File: src/rtl/ttx_req_pkg.sv
package ttx_req_pkg;

  localparam int FIELD_W = 4;
  localparam int CFG_W   = 2 * FIELD_W;

  // Leading offset occupies the upper nibble, trailing offset the lower one.
  typedef struct packed {
    logic [FIELD_W-1:0] rise;
    logic [FIELD_W-1:0] fall;
  } ttx_cfg_t;

  localparam int FIELD_MAX = (1 << FIELD_W) - 1;

endpackage

File: src/rtl/ttx_req_rst_sync.sv
module ttx_req_rst_sync #(
  parameter int STAGES = 2
) (
  input  logic clk,
  input  logic rst_n,
  output logic rst_sync
);

  logic [STAGES-1:0] shr_q;

  generate
    if (STAGES == 1) begin : g_single
      always_ff @(posedge clk or negedge rst_n) begin
        if (!rst_n) shr_q <= 1'b0;
        else        shr_q <= 1'b1;
      end
    end else begin : g_chain
      always_ff @(posedge clk or negedge rst_n) begin
        if (!rst_n) shr_q <= '0;
        else        shr_q <= {shr_q[STAGES-2:0], 1'b1};
      end
    end
  endgenerate

  assign rst_sync = shr_q[STAGES-1];

endmodule

File: src/rtl/ttx_req_cfg.sv
module ttx_req_cfg
  import ttx_req_pkg::*;
(
  input  logic             clk,
  input  logic             rst_n,
  input  logic             line_start,
  input  logic             line_en_in,
  input  logic             cfg_wr,
  input  logic [CFG_W-1:0] cfg_wdata,
  output ttx_cfg_t         cfg_act,
  output logic             line_en_q
);

  ttx_cfg_t shadow_q, shadow_d;
  ttx_cfg_t act_q, act_d;
  logic     en_d;
  logic     shadow_ce, act_ce;

  // Shadow copy takes writes at any time.
  assign shadow_ce = cfg_wr;
  assign shadow_d  = ttx_cfg_t'(cfg_wdata);

  // Active copy is refreshed only at line start; a write in that same
  // cycle bypasses the shadow so it governs the line now beginning.
  assign act_ce = line_start;

  always_comb begin
    act_d = shadow_q;
    if (cfg_wr) act_d = ttx_cfg_t'(cfg_wdata);
    en_d = line_en_in;
  end

  always_ff @(posedge clk or negedge rst_n) begin
    if (!rst_n) begin
      shadow_q  <= '0;
      act_q     <= '0;
      line_en_q <= 1'b0;
    end else begin
      if (shadow_ce) shadow_q <= shadow_d;
      if (act_ce) begin
        act_q     <= act_d;
        line_en_q <= en_d;
      end
    end
  end

  assign cfg_act = act_q;

endmodule

File: src/rtl/ttx_req_timer.sv
module ttx_req_timer
  import ttx_req_pkg::*;
#(
  parameter int RISE_BASE = 40,
  parameter int WIN_CLKS  = 701,
  parameter int POS_W     = 10
) (
  input  logic     clk,
  input  logic     rst_n,
  input  logic     line_start,
  input  logic     line_en_q,
  input  ttx_cfg_t cfg_act,
  output logic     req
);

  localparam logic [POS_W-1:0] POS_IDLE = '1;
  localparam logic [POS_W-1:0] BASE_R   = POS_W'(RISE_BASE);
  localparam logic [POS_W-1:0] BASE_F   = POS_W'(RISE_BASE + WIN_CLKS);

  logic [POS_W-1:0] pos_q, pos_d;
  logic [POS_W-1:0] rise_pos, fall_pos;
  logic             pos_ce;
  logic             req_q, req_d;

  // Edge positions measured from the line-start pulse.
  always_comb begin
    rise_pos = BASE_R + POS_W'(cfg_act.rise);
    if (cfg_act.fall == '0) fall_pos = BASE_F + POS_W'(cfg_act.rise);
    else                    fall_pos = BASE_F - POS_W'(cfg_act.fall);
  end

  // Position counter: restarts at line start, parks at the idle value.
  assign pos_ce = line_start | (pos_q != POS_IDLE);

  always_comb begin
    if (line_start) pos_d = '0;
    else            pos_d = pos_q + 1'b1;
  end

  // Strobe next state.
  always_comb begin
    req_d = req_q;
    if (line_start)                        req_d = 1'b0;
    else if (pos_q == fall_pos)            req_d = 1'b0;
    else if (pos_q == rise_pos && line_en_q) req_d = 1'b1;
  end

  always_ff @(posedge clk or negedge rst_n) begin
    if (!rst_n) begin
      pos_q <= POS_IDLE;
      req_q <= 1'b0;
    end else begin
      if (pos_ce) pos_q <= pos_d;
      req_q <= req_d;
    end
  end

  assign req = req_q;

endmodule

File: src/rtl/ttx_req_bitcnt.sv
module ttx_req_bitcnt #(
  parameter int BIT_NUM  = 37,
  parameter int BIT_DEN  = 72,
  parameter int WIN_BITS = 360,
  parameter int CNT_W    = 9
) (
  input  logic             clk,
  input  logic             rst_n,
  input  logic             line_start,
  input  logic             req,
  output logic [CNT_W-1:0] bits
);

  localparam int ACC_W = $clog2(BIT_NUM + BIT_DEN);
  localparam logic [ACC_W-1:0] NUM_C = ACC_W'(BIT_NUM);
  localparam logic [ACC_W-1:0] DEN_C = ACC_W'(BIT_DEN);
  localparam logic [CNT_W-1:0] CNT_MAX = CNT_W'(WIN_BITS);

  logic [ACC_W-1:0] acc_q, acc_d, sum;
  logic [CNT_W-1:0] cnt_q, cnt_d;
  logic             hit;
  logic             cnt_ce;

  // Fractional bit-rate pulse, only meaningful while the strobe is high.
  always_comb begin
    sum = acc_q + NUM_C;
    hit = req && (sum >= DEN_C);
    if (line_start || !req) acc_d = '0;
    else if (hit)           acc_d = sum - DEN_C;
    else                    acc_d = sum;
  end

  assign cnt_ce = line_start | (hit && cnt_q < CNT_MAX);

  always_comb begin
    if (line_start) cnt_d = '0;
    else            cnt_d = cnt_q + 1'b1;
  end

  always_ff @(posedge clk or negedge rst_n) begin
    if (!rst_n) begin
      acc_q <= '0;
      cnt_q <= '0;
    end else begin
      acc_q <= acc_d;
      if (cnt_ce) cnt_q <= cnt_d;
    end
  end

  assign bits = cnt_q;

endmodule

File: src/rtl/ttx_req_win.sv
module ttx_req_win
  import ttx_req_pkg::*;
#(
  parameter int RISE_BASE   = 40,
  parameter int WIN_CLKS    = 701,
  parameter int WIN_BITS    = 360,
  parameter int BIT_NUM     = 37,
  parameter int BIT_DEN     = 72,
  parameter int SYNC_STAGES = 2
) (
  input  logic       clk,
  input  logic       rst_n,
  input  logic       line_start,
  input  logic       ttx_line_en,
  input  logic       cfg_wr,
  input  logic [7:0] cfg_wdata,
  output logic       ttx_req,
  output logic [8:0] ttx_bits
);

  localparam int CNT_W   = $clog2(WIN_BITS + 1);
  localparam int POS_TOP = RISE_BASE + FIELD_MAX + WIN_CLKS + 1;
  localparam int POS_W   = $clog2(POS_TOP + 1);

  logic             rst_sync;
  ttx_cfg_t         cfg_act;
  logic             line_en_q;
  logic [CNT_W-1:0] bits_w;

  ttx_req_rst_sync #(.STAGES(SYNC_STAGES)) rst_i (
    .clk      (clk),
    .rst_n    (rst_n),
    .rst_sync (rst_sync)
  );

  ttx_req_cfg cfg_i (
    .clk        (clk),
    .rst_n      (rst_sync),
    .line_start (line_start),
    .line_en_in (ttx_line_en),
    .cfg_wr     (cfg_wr),
    .cfg_wdata  (cfg_wdata),
    .cfg_act    (cfg_act),
    .line_en_q  (line_en_q)
  );

  ttx_req_timer #(
    .RISE_BASE (RISE_BASE),
    .WIN_CLKS  (WIN_CLKS),
    .POS_W     (POS_W)
  ) tmr_i (
    .clk        (clk),
    .rst_n      (rst_sync),
    .line_start (line_start),
    .line_en_q  (line_en_q),
    .cfg_act    (cfg_act),
    .req        (ttx_req)
  );

  ttx_req_bitcnt #(
    .BIT_NUM  (BIT_NUM),
    .BIT_DEN  (BIT_DEN),
    .WIN_BITS (WIN_BITS),
    .CNT_W    (CNT_W)
  ) cnt_i (
    .clk        (clk),
    .rst_n      (rst_sync),
    .line_start (line_start),
    .req        (ttx_req),
    .bits       (bits_w)
  );

  assign ttx_bits = 9'(bits_w);

endmodule

File: config.mk
export PLATFORM = sky130hd
export DESIGN_NAME = ttx_req_win
export DESIGN_NICKNAME = d
export VERILOG_FILES = /design/src/rtl/ttx_req_pkg.sv /design/src/rtl/ttx_req_rst_sync.sv /design/src/rtl/ttx_req_cfg.sv /design/src/rtl/ttx_req_timer.sv /design/src/rtl/ttx_req_bitcnt.sv /design/src/rtl/ttx_req_win.sv
export SDC_FILE = /design/constraint.sdc
export NUM_CORES = 1
export LEC_CHECK = 0
export ABC_CLOCK_PERIOD_IN_PS = 2100
export BUFFER_PORTS_ARGS = -buffer_cell sky130_fd_sc_hd__buf_2
export CELL_PAD_IN_SITES_DETAIL_PLACEMENT = 0
export CELL_PAD_IN_SITES_GLOBAL_PLACEMENT = 1
export CORE_MARGIN = 1
export CORE_UTILIZATION = 50
export DETAILED_ROUTE_END_ITERATION = 12
export PLACE_DENSITY = 0.94
export SETUP_SLACK_MARGIN = 0.15
export SYNTH_ARGS = -nofsm -noshare
export SYNTH_HDL_FRONTEND = slang
export SYNTH_SLANG_ARGS = --single-unit
export TNS_END_PERCENT = 1
File: constraint.sdc
create_clock -name clk -period 2.1 [get_ports clk]
set_input_delay 0.315 -clock clk [delete_from_list [all_inputs] [get_ports clk]]
set_output_delay 0.315 -clock clk [all_outputs]
set_load 0.01 [all_outputs]
Word level (Yosys, flattened, before mapping)
Cells that the tools add are included.
Word-level totals
  memories kept: 0
  output and inout port bits: 10
  logic and storage cells: 40
  latch bits: 0
  ROM bits: 0
  bits in registers: 46
  RAM bits: 0
Cells by class
  bitwise operators: 2
  magnitude comparators: 2
  divide/modulo/power cells: 0
  multiply operators: 0
  reduce and logical (&&, ||, !) cells: 7
  equal/unequal tests: 3
  multiplexer cells: 9
  $add $sub $neg: 7
  shift-type cells: 0
Operators by type and width (number)
  $eq 10x10->1: 2
  $mux 10: 2
  $mux 7: 2
  $add 10x1->10 const B: 1
  $add 10x4->10 const A: 1
  $ne 10x10->1 const B: 1
  $sub 10x4->10 const A: 1
  $add 9x1->9 const B: 1
  $lt 9x9->1 const B: 1
  $mux 9: 1
  $mux 8: 1
  $add 6x4->7 const A: 1
  $add 7x6->7 const B: 1
  $ge 7x7->1 const B: 1
  $sub 7x7->7 const B: 1
  $logic_not 4->1: 1
  $logic_and 1x1->1: 3
  $mux 1: 3
  $reduce_bool 3->1: 1
  $or 1x1->1: 2
  $logic_not 1->1: 1
  $logic_or 1x1->1: 1

Depth between registers and ports, before layout
  depth after elaboration: 6
  depth in mapped cells: 10

By module
A second synthesis with hierarchy kept.
Second synthesis, totals
  cell total of the unflattened synthesis: 240
  area, all modules: 2642.5 um^2
By module, submodules not included
  ttx_req_bitcnt: instances 1, cells each 103, area an instance 984.7 um^2
  ttx_req_timer: instances 1, cells each 98, area an instance 910.9 um^2
  ttx_req_cfg: instances 1, cells each 36, area an instance 693.2 um^2
  ttx_req_rst_sync: instances 1, cells each 3, area an instance 53.8 um^2

Worst setup path after synthesis
Ideal clock, no wire load.
  path type: register to register
  start point: register cnt_i.acc_q[0]
  end point: register cnt_i.cnt_q[5], in the netlist cnt_i.bits[5]
  clock period less this slack: 2459 ps
  setup slack: -359 ps
  stages on the path, launching flop included: 11
  data required time: 1972 ps
  data arrival time: 2332 ps
  setup time: 128 ps
  path buffers: 0
  cell sequence: dfrtp_1 -> ha_1 -> o21ai_1 -> xor2_1 -> ha_1 -> inv_1 -> a31oi_1 -> a32o_2 -> a21oi_2 -> nor3b_2 -> mux2_1
On the way
  word-level cells in the longest chain between the ends: 5
RTL lines
  start: declaration: RTL line ttx_req_bitcnt.sv:19  | logic [ACC_W-1:0] acc_q, acc_d, sum;
  start signal: assignment: RTL line ttx_req_bitcnt.sv:42  | acc_q <= '0;
  start signal: assignment: RTL line ttx_req_bitcnt.sv:45  | acc_q <= acc_d;
  $add 7x6->7: RTL line ttx_req_bitcnt.sv:26  | sum = acc_q + NUM_C;
  $ge 7x7->1: RTL line ttx_req_bitcnt.sv:27  | hit = req && (sum >= DEN_C);
  $logic_and 1x1->1: RTL line ttx_req_bitcnt.sv:27
  $logic_and 1x1->1: RTL line ttx_req_bitcnt.sv:33  | assign cnt_ce = line_start | (hit && cnt_q < CNT_MAX);
  $or 1x1->1: RTL line ttx_req_bitcnt.sv:33
  end signal: assignment: RTL line ttx_req_bitcnt.sv:46  | if (cnt_ce) cnt_q <= cnt_d;
  end: declaration: RTL line ttx_req_bitcnt.sv:20  | logic [CNT_W-1:0] cnt_q, cnt_d;
No other way between the ends.
A chain may end at the register's enable or synchronous reset.

Final worst setup path
  start point: register cnt_i.acc_q[1]
  end point: register cnt_i.cnt_q[4], in the netlist cnt_i.bits[4]
Same word-level chain as after synthesis.

==> impl_metrics.json <==
{
  "setup_slack_ns": -0.2423,
  "cts_inserted_buffers": 5,
  "syn_inst": 228,
  "start_kind": "flop",
  "dr.first_iter.drc_count": 73,
  "setup_viol": 13,
  "num-fill-cells": 370,
  "cts_max_path_buffers": 2,
  "rows": 25,
  "coreArea_um2": 4723,
  "synth_edf_count": 0,
  "power_leakage_nw": 1.328,
  "clk_latency_ns": 0.30,
  "synth.net_count": 249,
  "io_pins": 23,
  "gp_congestion": 0.8424,
  "grt_pass1_vias": 1869,
  "crit_fanout": 4,
  "final_nets": 300,
  "pwr_density_cell_nw_per_um2": 565.0,
  "worstPathRequired_ns": 2.29,
  "finalCriticalPeriod_ns": 2.342,
  "via_per_inst": 5.254,
  "synth_top_area_share_pct": 36.51,
  "synth_warnings": 0,
  "cap_violations": 0,
  "overflow": 0,
  "drc": 0,
  "wire_per_inst_um": 14.27,
  "die_w_um": 72.25,
  "synth_area_um2": 2467,
  "synth-seq-cells": 46,
  "initial_core_util_pct": 52.24,
  "dr.pass1.iters": 4,
  "synth_top_area_cell": "dfrtp_1",
  "area_growth_pct": 23.99,
  "grt_antenna_before_repair": 0,
  "diodes": 0,
  "rsz0062_at_grt": "yes",
  "cts_root_buffer": "clkbuf_8",
  "drt_wl_total_mm": 4.951,
  "async_flop_share_pct": 100.0,
  "route.vias.total": 1823,
  "synth_area_leaders": "dfrtp_1 (37%), dfstp_2 (11%), mux2_2 (7.3%)",
  "yosysUniqueCellTypes": 49,
  "clock_sinks": 46,
  "critical_path_class": "flop to flop",
  "drv_slew": 0,
  "htreeDepth": 2,
  "dieArea_um2": 5219,
  "die_h_um": 72.25,
  "vdd_drop_max_v": 0.0003714,
  "yosysSeqAreaShare_pct": 47.16,
  "drtAntennaViolNets": 0,
  "finClkSkew_ns": 0.003294,
  "final-hold-violation-count": 0,
  "final_layout_size_suffix_gt1_share_pct": 39.64,
  "end_kind": "flop",
  "crit_arrival_ns": 2.53,
  "grt_max_degree": 36,
  "clkSlewWorstSetupHoldPaths_ns": 0.08,
  "min_path_type": "flop to asynchronous set/reset pin",
  "finalPower_w": 0.001729,
  "fin_crit_sh_pct": 111.5,
  "violations": "negative setup slack",
  "max_freq_mhz": 426.9,
  "dp_hpwl_mm": 3.404,
  "grt_pass1_wl_mm": 8.562,
  "cts_tree": "done",
  "final.setup.tns_ns": -1.933,
  "avgSynthCellArea_um2": 10.82,
  "grt_use_total_pct": 21.32,
  "io_buffer_count": 22,
  "synthFlopType": "dfrtp_1",
  "status": "finished with violations"
}
==> synthesized netlist by cell type, types with 3 or more instances <==
library cell  number
nor3_1             4
xor2_1            10
nand3_1            6
and3_1             4
a21oi_1           10
mux2i_1            5
ha_1               8
nand2_1           13
dfstp_2           10
xnor2_1           14
nor2_1            25
nor2b_1            5
nand4_1            6
o21ai_0            4
clkbuf_1           5
dfrtp_1           36
inv_1              6
mux2_2            16
nand2b_1           3
==> registers in the layout, summed over array words and instances, names as in the netlist <==
| name | count |
|---|---|
| cfg_i.shadow_q | 8 |
| tmr_i.req | 1 |
| tmr_i.pos_q | 10 |
| rst_i.shr_q | 2 |
| cnt_i.acc_q | 7 |
| cfg_i.cfg_act | 8 |
| cfg_i.line_en_q | 1 |
| cnt_i.bits | 9 |
==> critical path, cell delays in order (launching register included) <==
cell	delay (ns)
dfrtp_2	0.45
ha_4	0.18
o21ai_4	0.16
xor2_2	0.11
ha_2	0.22
inv_2	0.07
a31oi_2	0.04
a32o_2	0.28
a211oi_2	0.22
and3_1	0.21
mux2_4	0.30
==> path summary, 6_finish.rpt <==
kind	to	from	slack, ns	cells past startpoint
worst max-delay path	cnt_i.bits[4]$_DFFE_PN0P_	cnt_i.acc_q[1]$_DFF_PN0_	-0.24	10
worst min-delay path	cfg_i.line_en_q$_DFFE_PN0P_	rst_i.shr_q[1]$_DFF_PN0_	0.19	0
worst max register to register	cnt_i.bits[4]$_DFFE_PN0P_	cnt_i.acc_q[1]$_DFF_PN0_	-0.24	10
worst min register to register	cfg_i.line_en_q$_DFFE_PN0P_	rst_i.shr_q[1]$_DFF_PN0_	0.19	0
max in group asynchronous	tmr_i.pos_q[6]$_DFFE_PN1P_	rst_i.shr_q[1]$_DFF_PN0_	1.30	1
min in group clk	cfg_i.line_en_q$_DFFE_PN0P_	ttx_line_en	0.25	2
==> cell usage in the layout (no fill, tap or decap), types with 2 or more instances in the layout <==
cell type,Yosys,routed
dfstp_2,10,10
mux2i_1,5,5
buf_2,1,22
mux2_2,16,16
nand4b_1,2,2
nand4_1,6,6
mux2_4,1,2
a21oi_4,0,2
ha_1,8,6
nor2b_1,5,5
xor2_2,1,2
dfrtp_2,0,3
clkbuf_8,0,5
xnor2_1,14,12
o21ai_0,4,4
buf_4,0,27
xnor2_2,0,2
nand3b_1,2,2
nand2b_1,3,3
nand3_1,6,5
xor2_1,10,9
nor3_1,4,4
a21oi_1,10,8
nor2_1,25,25
a21oi_2,2,2
nand2_1,13,13
and3_1,4,4
dfrtp_1,36,33
a2111oi_4,0,2
inv_1,6,5
o211a_1,2,2
==> per-stage QoR <==
stage / util, % / worst slack (ns) / hold slack [ns] / cell area [um^2] / instances
2_1_floorplan: - / -0.1653 / 0.01941 / 2495 / 228
3_3_place_gp: 59.87 / -0.1661 / 0.1013 / 2828 / 332
3_5_place_dp: 59.87 / -0.2750 / 0.1038 / 2828 / 332
4_1_cts: 63.89 / -0.2588 / 0.2053 / 3018 / 345
5_1_grt: 64.77 / -0.3437 / 0.2295 / 3059 / 347
6_report: 64.77 / -0.2423 / 0.1934 / 3059 / 347
==> area by class of cell <==
type	count	area [um^2]	share of cell area [%]
inverter	6	22.52	0.7362
clock buffer	6	72.57	2.372
clock inverter	2	13.76	0.4499
tap	67	83.83	2.740
timing repair buffer	51	334.1	10.92
multi-input combinational	169	1365	44.62
sequential	46	1167	38.16
==> per-layer routing <==
layer  vias to the layer above  global-route usage (%)  routed length [um]  share of wire (%)
met5                         -                       0                   0                  0
met4                         0                   6.754                  63                1.3
met3                         6                   4.167                 126                2.5
met2                        17                   36.45                2382                 48
met1                       900                   27.29                2379                 48
li1                        900                       -                   -                  -
==> where the power goes <==
group | switching (W) | internal [W] | leakage [nW]
Combinational | 0.0000972 | 0.000111 | 0.723
Clock | 0.000295 | 0.000235 | 0.0452
Sequential | 0.0000547 | 0.000936 | 0.559
Total | 0.000447 | 0.00128 | 1.33
==> cell families (layout without fill, tap and decap cells) <==
group / Yosys count / count (layout) / share of synthesized area, %
flops: 46 / 46 / 47.16
mux: 24 / 24 / 10.85
fa+ha+maj: 8 / 8 / 4.057
buf+inv: 13 / 65 / 2.028
xor+xnor: 25 / 25 / 9.179
simple gates: 79 / 79 / 17.19
other cells: 1 / 1 / 0.1520
compound gates: 32 / 32 / 9.382
==> what timing repair did <==
item	in CTS	in global routing
gates resized for setup	10	4
endpoints found under the hold margin	2	0
endpoints found under the setup margin	13	13
pin swaps	8	8
buffers inserted	4	2
hold buffers	1	0
Note: power is estimated with default switching activity, not from simulation.
